==> config.mk <==
export PLATFORM = sky130hd
export DESIGN_NAME = pmp_csr_bank
export DESIGN_NICKNAME = d
export VERILOG_FILES = /design/src/rtl/pmp_csr_pkg.sv /design/src/rtl/pmp_cfg_legal.sv /design/src/rtl/pmp_rd_shape.sv /design/src/rtl/pmp_csr_bank.sv
export SDC_FILE = /design/constraint.sdc
export NUM_CORES = 1
export LEC_CHECK = 0
export BUFFER_PORTS_ARGS = -buffer_cell sky130_fd_sc_hd__buf_2
export CAP_MARGIN = 20
export CORE_AREA = 5 5 287 289
export DETAILED_ROUTE_END_ITERATION = 10
export DIE_AREA = 0 0 292 294
export PLACE_DENSITY = 0.59
export SLEW_MARGIN = 15
export SYNTH_ARGS = -nofsm -noshare
export SYNTH_HDL_FRONTEND = slang
export SYNTH_SLANG_ARGS = --single-unit
==> constraint.sdc <==
create_clock -name clk -period 3.77 [get_ports clk]
set_input_delay 0.754 -clock clk [delete_from_list [all_inputs] [get_ports clk]]
set_output_delay 0.754 -clock clk [all_outputs]
set_load 0.01 [all_outputs]
==> src/rtl/pmp_csr_pkg.sv <==
package pmp_csr_pkg;

  typedef enum logic [1:0] {
    AM_OFF   = 2'd0,
    AM_TOR   = 2'd1,
    AM_NA4   = 2'd2,
    AM_NAPOT = 2'd3
  } amode_e;

  localparam int AMODE_LSB = 3;

  function automatic amode_e amode_of(input logic [7:0] cfg_byte);
    return amode_e'(cfg_byte[AMODE_LSB+1:AMODE_LSB]);
  endfunction

endpackage

==> src/rtl/pmp_cfg_legal.sv <==
module pmp_cfg_legal
  import pmp_csr_pkg::*;
#(
  parameter int GRAN_G = 2
) (
  input  amode_e mode,
  output logic   legal
);

  // With a granularity coarser than 4 bytes the 4-byte mode cannot be chosen.
  assign legal = (GRAN_G == 0) || (mode != AM_NA4);

endmodule

==> src/rtl/pmp_rd_shape.sv <==
module pmp_rd_shape
  import pmp_csr_pkg::*;
#(
  parameter int XLEN   = 32,
  parameter int GRAN_G = 2
) (
  input  amode_e            mode,
  input  logic [XLEN-1:0]   raw,
  output logic [XLEN-1:0]   shaped
);

  localparam int ONE_SH = (GRAN_G >= 2) ? (GRAN_G - 1) : 0;
  localparam logic [XLEN-1:0] ZERO_MASK = (XLEN'(1) << GRAN_G) - XLEN'(1);
  localparam logic [XLEN-1:0] ONE_MASK  = (XLEN'(1) << ONE_SH) - XLEN'(1);

  always_comb begin
    unique case (mode)
      AM_OFF, AM_TOR: shaped = raw & ~ZERO_MASK;
      AM_NAPOT:       shaped = raw | ONE_MASK;
      default:        shaped = raw;
    endcase
  end

endmodule

==> src/rtl/pmp_csr_bank.sv <==
module pmp_csr_bank
  import pmp_csr_pkg::*;
#(
  parameter  int N_ENTRIES = 16,
  parameter  int XLEN      = 32,
  parameter  int GRAN_G    = 2,
  localparam int SEL_W     = $clog2(N_ENTRIES),
  localparam int IDX_W     = SEL_W + 1
) (
  input  logic                      clk,
  input  logic                      rst,
  input  logic                      cfg_we,
  input  logic [IDX_W-1:0]          cfg_idx,
  input  logic [7:0]                cfg_wdata,
  input  logic                      addr_we,
  input  logic [IDX_W-1:0]          addr_idx,
  input  logic [XLEN-1:0]           addr_wdata,
  input  logic [IDX_W-1:0]          rd_idx,
  output logic [7:0]                cfg_rdata,
  output logic [XLEN-1:0]           addr_rdata,
  output logic [N_ENTRIES*8-1:0]    cfg_flat,
  output logic [N_ENTRIES*XLEN-1:0] addr_flat,
  output logic                      upd_valid,
  output logic [SEL_W-1:0]          upd_idx
);

  localparam logic [IDX_W-1:0] N_IDX = IDX_W'(N_ENTRIES);

  logic             cfg_hit, addr_hit, rd_hit;
  logic             cfg_legal, cfg_accept, addr_accept;
  logic [SEL_W-1:0] cfg_sel, addr_sel, rd_sel;
  amode_e           wr_mode, rd_mode;
  logic [7:0]       cfg_arr  [N_ENTRIES];
  logic [XLEN-1:0]  addr_arr [N_ENTRIES];
  logic [7:0]       rd_cfg;
  logic [XLEN-1:0]  rd_addr_raw, rd_addr_shaped;

  assign cfg_hit  = cfg_idx  < N_IDX;
  assign addr_hit = addr_idx < N_IDX;
  assign rd_hit   = rd_idx   < N_IDX;
  assign cfg_sel  = cfg_idx[SEL_W-1:0];
  assign addr_sel = addr_idx[SEL_W-1:0];
  assign rd_sel   = rd_idx[SEL_W-1:0];

  assign wr_mode = amode_of(cfg_wdata);

  pmp_cfg_legal #(.GRAN_G(GRAN_G)) u_legal (
    .mode  (wr_mode),
    .legal (cfg_legal)
  );

  assign cfg_accept  = cfg_we && cfg_hit && cfg_legal;
  assign addr_accept = addr_we && addr_hit;

  // One register pair per entry; each picks its own write strobe.
  for (genvar e = 0; e < N_ENTRIES; e++) begin : g_entry
    localparam logic [SEL_W-1:0] E_SEL = SEL_W'(e);
    logic [7:0]      cfg_r;
    logic [XLEN-1:0] addr_r;

    always_ff @(posedge clk) begin
      if (rst) begin
        cfg_r  <= '0;
        addr_r <= '0;
      end else begin
        if (cfg_accept && (cfg_sel == E_SEL)) begin
          cfg_r <= cfg_wdata;
        end
        if (addr_accept && (addr_sel == E_SEL)) begin
          addr_r <= addr_wdata;
        end
      end
    end

    assign cfg_arr[e]                   = cfg_r;
    assign addr_arr[e]                  = addr_r;
    assign cfg_flat[e*8 +: 8]           = cfg_r;
    assign addr_flat[e*XLEN +: XLEN]    = addr_r;
  end

  // Combinational read with mode-dependent shaping.
  assign rd_cfg      = cfg_arr[rd_sel];
  assign rd_addr_raw = addr_arr[rd_sel];
  assign rd_mode     = amode_of(rd_cfg);

  pmp_rd_shape #(.XLEN(XLEN), .GRAN_G(GRAN_G)) u_shape (
    .mode   (rd_mode),
    .raw    (rd_addr_raw),
    .shaped (rd_addr_shaped)
  );

  assign cfg_rdata  = rd_hit ? rd_cfg         : '0;
  assign addr_rdata = rd_hit ? rd_addr_shaped : '0;

  // Registered recompute strobe toward the region matcher.
  always_ff @(posedge clk) begin
    if (rst) begin
      upd_valid <= 1'b0;
      upd_idx   <= '0;
    end else begin
      upd_valid <= cfg_accept;
      if (cfg_accept) begin
        upd_idx <= cfg_sel;
      end
    end
  end

endmodule

---- Word level (Yosys, flattened, before mapping) ----
Cells that the tools add are included.
word-level totals
  register bits ........................... 645
  bits in latches ......................... 0
  memory bits (writable) .................. 0
  ROM bits ................................ 0
  memories kept ........................... 0
operators by class
  add/sub/neg operators ................... 0
  $mul .................................... 0
  divide/modulo/power cells ............... 0
  order comparisons ....................... 4
  eq/ne operators ......................... 33
  shift-type cells ........................ 0
  mux-type cells .......................... 9
  bitwise operators ....................... 1
  reduce and logical (&&, ||, !) cells .... 39
operators by type and width
  operator                                           number
  binary-select mux 32 bit (select 4 bit)            1
  2-to-1 mux 32 bit                                  3
  == test 4 bit, second input constant               16
  logical AND 1 bit                                  35
  binary-select mux 8 bit (select 4 bit)             1
  == test 4 x 3 -> 1 bit, second input constant      8
  2-to-1 mux 8 bit                                   3
  == test 4 x 2 -> 1 bit, second input constant      4
  less-than comparator 5 bit, second input constant  3
  == test 4 x 1 -> 1 bit, second input constant      2
  logical NOT 4 bit                                  2
  >= comparator 5 bit, second input constant         1
  NOT 4 -> 5 bit                                     1
  one-hot mux 2 bit (2 select lines)                 1
  == test 2 x 1 -> 1 bit, second input constant      1
  == test 2 bit, second input constant               1
  logical NOT 2 bit                                  1
  inequality test 2 bit, second input constant       1
  OR reduction 2 bit                                 1

---- Depth between registers and ports, before layout ----
  word-level depth ........................ 8
  depth in mapped cells ................... 7

---- Cells and area by module ----
From an unflattened synthesis, not the netlist that was laid out.
second synthesis, totals
  cell total of the unflattened synthesis .. 3299
  area total of the unflattened synthesis .. 30002.5 µm²
by module, submodules not included
  module         instances  cells an instance  area an instance (µm²)
  pmp_csr_bank   1          3266               29757.3
  pmp_rd_shape   1          32                 239.0
  pmp_cfg_legal  1          1                  6.3

---- Worst setup path after synthesis ----
OpenSTA, ideal clock, no wires.
  path type ............................... input to output
  start point ............................. input rd_idx[2]
  end point ............................... output addr_rdata[10]
  data arrival time ....................... 2.426 ns
  data required time ...................... 3.016 ns
  path slack .............................. 0.590 ns
  stages .................................. 4
  buffers on the path ..................... 1
  cell sequence ........................... clkbuf_1 mux4_2 mux4_2 nor2b_1
on the way
  longest elaborated chain between the ends .. 5
  elaborated cells on any way between the ends .. 6
  classes of those cells .................. order compare: 1; mux: 4; bitwise: 1
RTL lines
  what                                                   RTL line            source
  start: declaration                                     pmp_csr_bank.sv:18  input logic [IDX_W-1:0] rd_idx,
  NOT 4 -> 5 bit (not written as such)                   pmp_csr_bank.sv:83  assign rd_addr_raw = addr_arr[rd_sel];
  binary-select mux 32 bit (select 4 bit)                pmp_csr_bank.sv:83
  2-to-1 mux 32 bit (not written as such) (2 in series)  pmp_csr_bank.sv:83
  2-to-1 mux 32 bit (*)                                  pmp_csr_bank.sv:93  assign addr_rdata = rd_hit ? rd_addr_shaped : '0;
  end: declaration                                       pmp_csr_bank.sv:20  output logic [XLEN-1:0] addr_rdata,
Mark *: on every way between the ends. The rest lies on a longest branch, timed or not. The select of a mux whose other input is x is not followed.

---- Worst setup path after layout ----
  start point ............................. input rd_idx[0]
  end point ............................... output addr_rdata[23]
The elaborated chain is that of the path after synthesis.

==> metrics.cfg <==
[final_layout]
fillers=7920
layout.area.seq_sq_um=12900
final_common_cell=nand2_1
fin_area_sq_um=35200
postLayoutCoreUtil=0.442
fin_nets=3879
layout-drive-gt1-share=0.309
syn_to_final_growth_pct=26.1
multiInputGateArea_sq_um=13800
final_cell_mix=nand2_1 (1029), buf_2 (738), a21oi_1 (645), dfxtp_1 (645), mux4_2 (197)

[timing]
drv_slew=0
max_slew_margin=0.177
fin_worst_skew_ns=0
finalSetupViolCount=0
worst_pin_slew_ns=1.23
hold_violations=0
tns_ns=0
rsz0062_at_grt=false
fin_crit_sh=0.930
fmax_mhz=285
finalCriticalPeriod_ns=3.51

[synth]
yosysWarnings=0
ys_types=37
postSynthCellCount=3250
async_flop_share=0
yosysSeqAreaShare=0.463
ys_ff_latch=645
synth_area_sq_um=27900
synth_edf_count=0
synth_area_per_cell_sq_um=8.59
synth_nets=3309
synth_ff_type=dfxtp_1

[cts]
cts.sinks=645
ctsResizeCount=0
cts_max_level=3
cts_tree=built
cts_setup_buffers=0
ctsHoldBuffers=0
insertion_delay_ns=0.60
clock_path_buffers=3
cts_buffers=72
clk_pin_slew_ns=0.05
clockRootBuffer=clkbuf_16

[routing]
drt_iter0_markers=3329
drc_errors=0
num_vias=28200
dr.pass1.iters=5
viasPerCell=5.73
drtAntennaViolNets=0
drt-wirelength-per-cell_um=26.9
routed_wl_um=132000

[critical_path]
worst_setup_path_end_kind=primary output
crit_arrival_ns=2.75
critPathLaunchType=primary input
worstSetupPathType=in2out
path_max_fanout=18
cp.required_ns=3.02

[pwr]
ir_drop_mv=0.299
leakagePower_nw=13.8
powerDensity_nw_per_um2=428
totalPowerFinal_mw=15.0

[floorplanning]
die-area_sq_um=85800
num_rows=104
dieWidth_um=292
design.portCount=744
die_y_um=294
coreArea_sq_um=79600
start_util=0.351

[flow_run]
maxCapViolCount=0

[grt]
grt_pass1_vias=26600
grt_pass1_wl_um=190000
grt_use_total=0.292
overflow=0
antenna_found_initial=7
grt_max_degree=106

[place]
hpwl_um=91400
placed_area_sq_um=32800
gp_congestion=0.913
port_buffers=743

[outcome]
status=finished, final reports clean

[worst_hold_path]
hold_class=reg2reg

## Yosys cell counts (3+ instances only)
master,instances,share of area
nor3_1,4,0.00072
dfxtp_1,645,0.46
nand3_1,133,0.024
a21oi_1,645,0.12
o21ai_1,28,0.0050
o21ai_0,104,0.019
nand2b_1,6,0.0013
nor2b_1,44,0.0099
nor2_1,18,0.0024
buf_1,14,0.0019
mux2_2,3,0.0012
buf_2,38,0.0068
nand4b_1,3,0.00094
buf_6,5,0.0020
nand2_1,1042,0.14
clkbuf_1,296,0.040
mux4_2,197,0.16
## layer usage
layer | wire length [um] | track usage
met4 | 6300 | 0.129
met5 | 11 | 0
met3 | 14500 | 0.0678
met2 | 61100 | 0.463
met1 | 50500 | 0.382
## registers in the layout, summed over array words and instances, names as in the netlist
register        flops
g_entry.cfg_r     128
g_entry.addr_r    512
upd_idx             4
upd_valid           1
## kinds of logic (layout without fill, tap and decap cells)
group,after synthesis,count (layout),share of synthesized area
DFF,645,645,0.463
and+or+nand+nor,1268,1268,0.186
AOI/OAI and AO/OA,779,779,0.140
buffers and inverters,356,972,0.0512
muxes,202,202,0.161
other,0,2,0
## worst max-delay path: stages
cell and delay [ns]:
buf_8 0.21, buf_12 0.24, buf_12 0.19, mux4_2 0.51, mux4_2 0.49, nor2b_1 0.14
buf_2 0.15
## worst paths after layout
kind | start | end | slack (ns) | cells after the start
max reg2reg | g_entry[15].cfg_r[0]$_SDFFE_PP0P_ | g_entry[15].cfg_r[0]$_SDFFE_PP0P_ | 2.97 | 2
max | rd_idx[0] | addr_rdata[23] | 0.26 | 7
min reg2reg | g_entry[10].addr_r[0]$_SDFFE_PP0P_ | g_entry[10].addr_r[0]$_SDFFE_PP0P_ | 0.47 | 2
min | g_entry[10].addr_r[0]$_SDFFE_PP0P_ | g_entry[10].addr_r[0]$_SDFFE_PP0P_ | 0.47 | 2
## final cells by class
class | instances | area share
clock buffer | 102 | 0.0584
inverter | 1 | 0.000107
sequential | 645 | 0.367
clock inverter | 18 | 0.00867
antenna | 2 | 0.000142
timing repair buffer | 851 | 0.137
tap | 1060 | 0.0377
multi-input combinational | 2249 | 0.392
## report_power, final
| part | leakage (nW) | internal (mW) | total, mW | switching [mW] |
|---|---|---|---|---|
| Sequential | 5.20 | 6.87 | 6.92 | 0.0549 |
| Clock | 1.15 | 4.22 | 7.17 | 2.95 |
| Combinational | 7.49 | 0.286 | 0.955 | 0.669 |
## metrics by stage
| stage | cells | setup WS (ns) | hold WS (ns) |
|---|---|---|---|
| floorplan | 3250 | 0.590 | 0.490 |
| global placement | 4805 | 0.286 | 0.459 |
| detailed placement | 4805 | 0.264 | 0.460 |
| CTS | 4925 | 0.265 | 0.466 |
| global route | 4927 | 0.197 | 0.482 |
| finish | 4928 | 0.263 | 0.469 |
No activity file was read; power rests on OpenSTA's default activity.
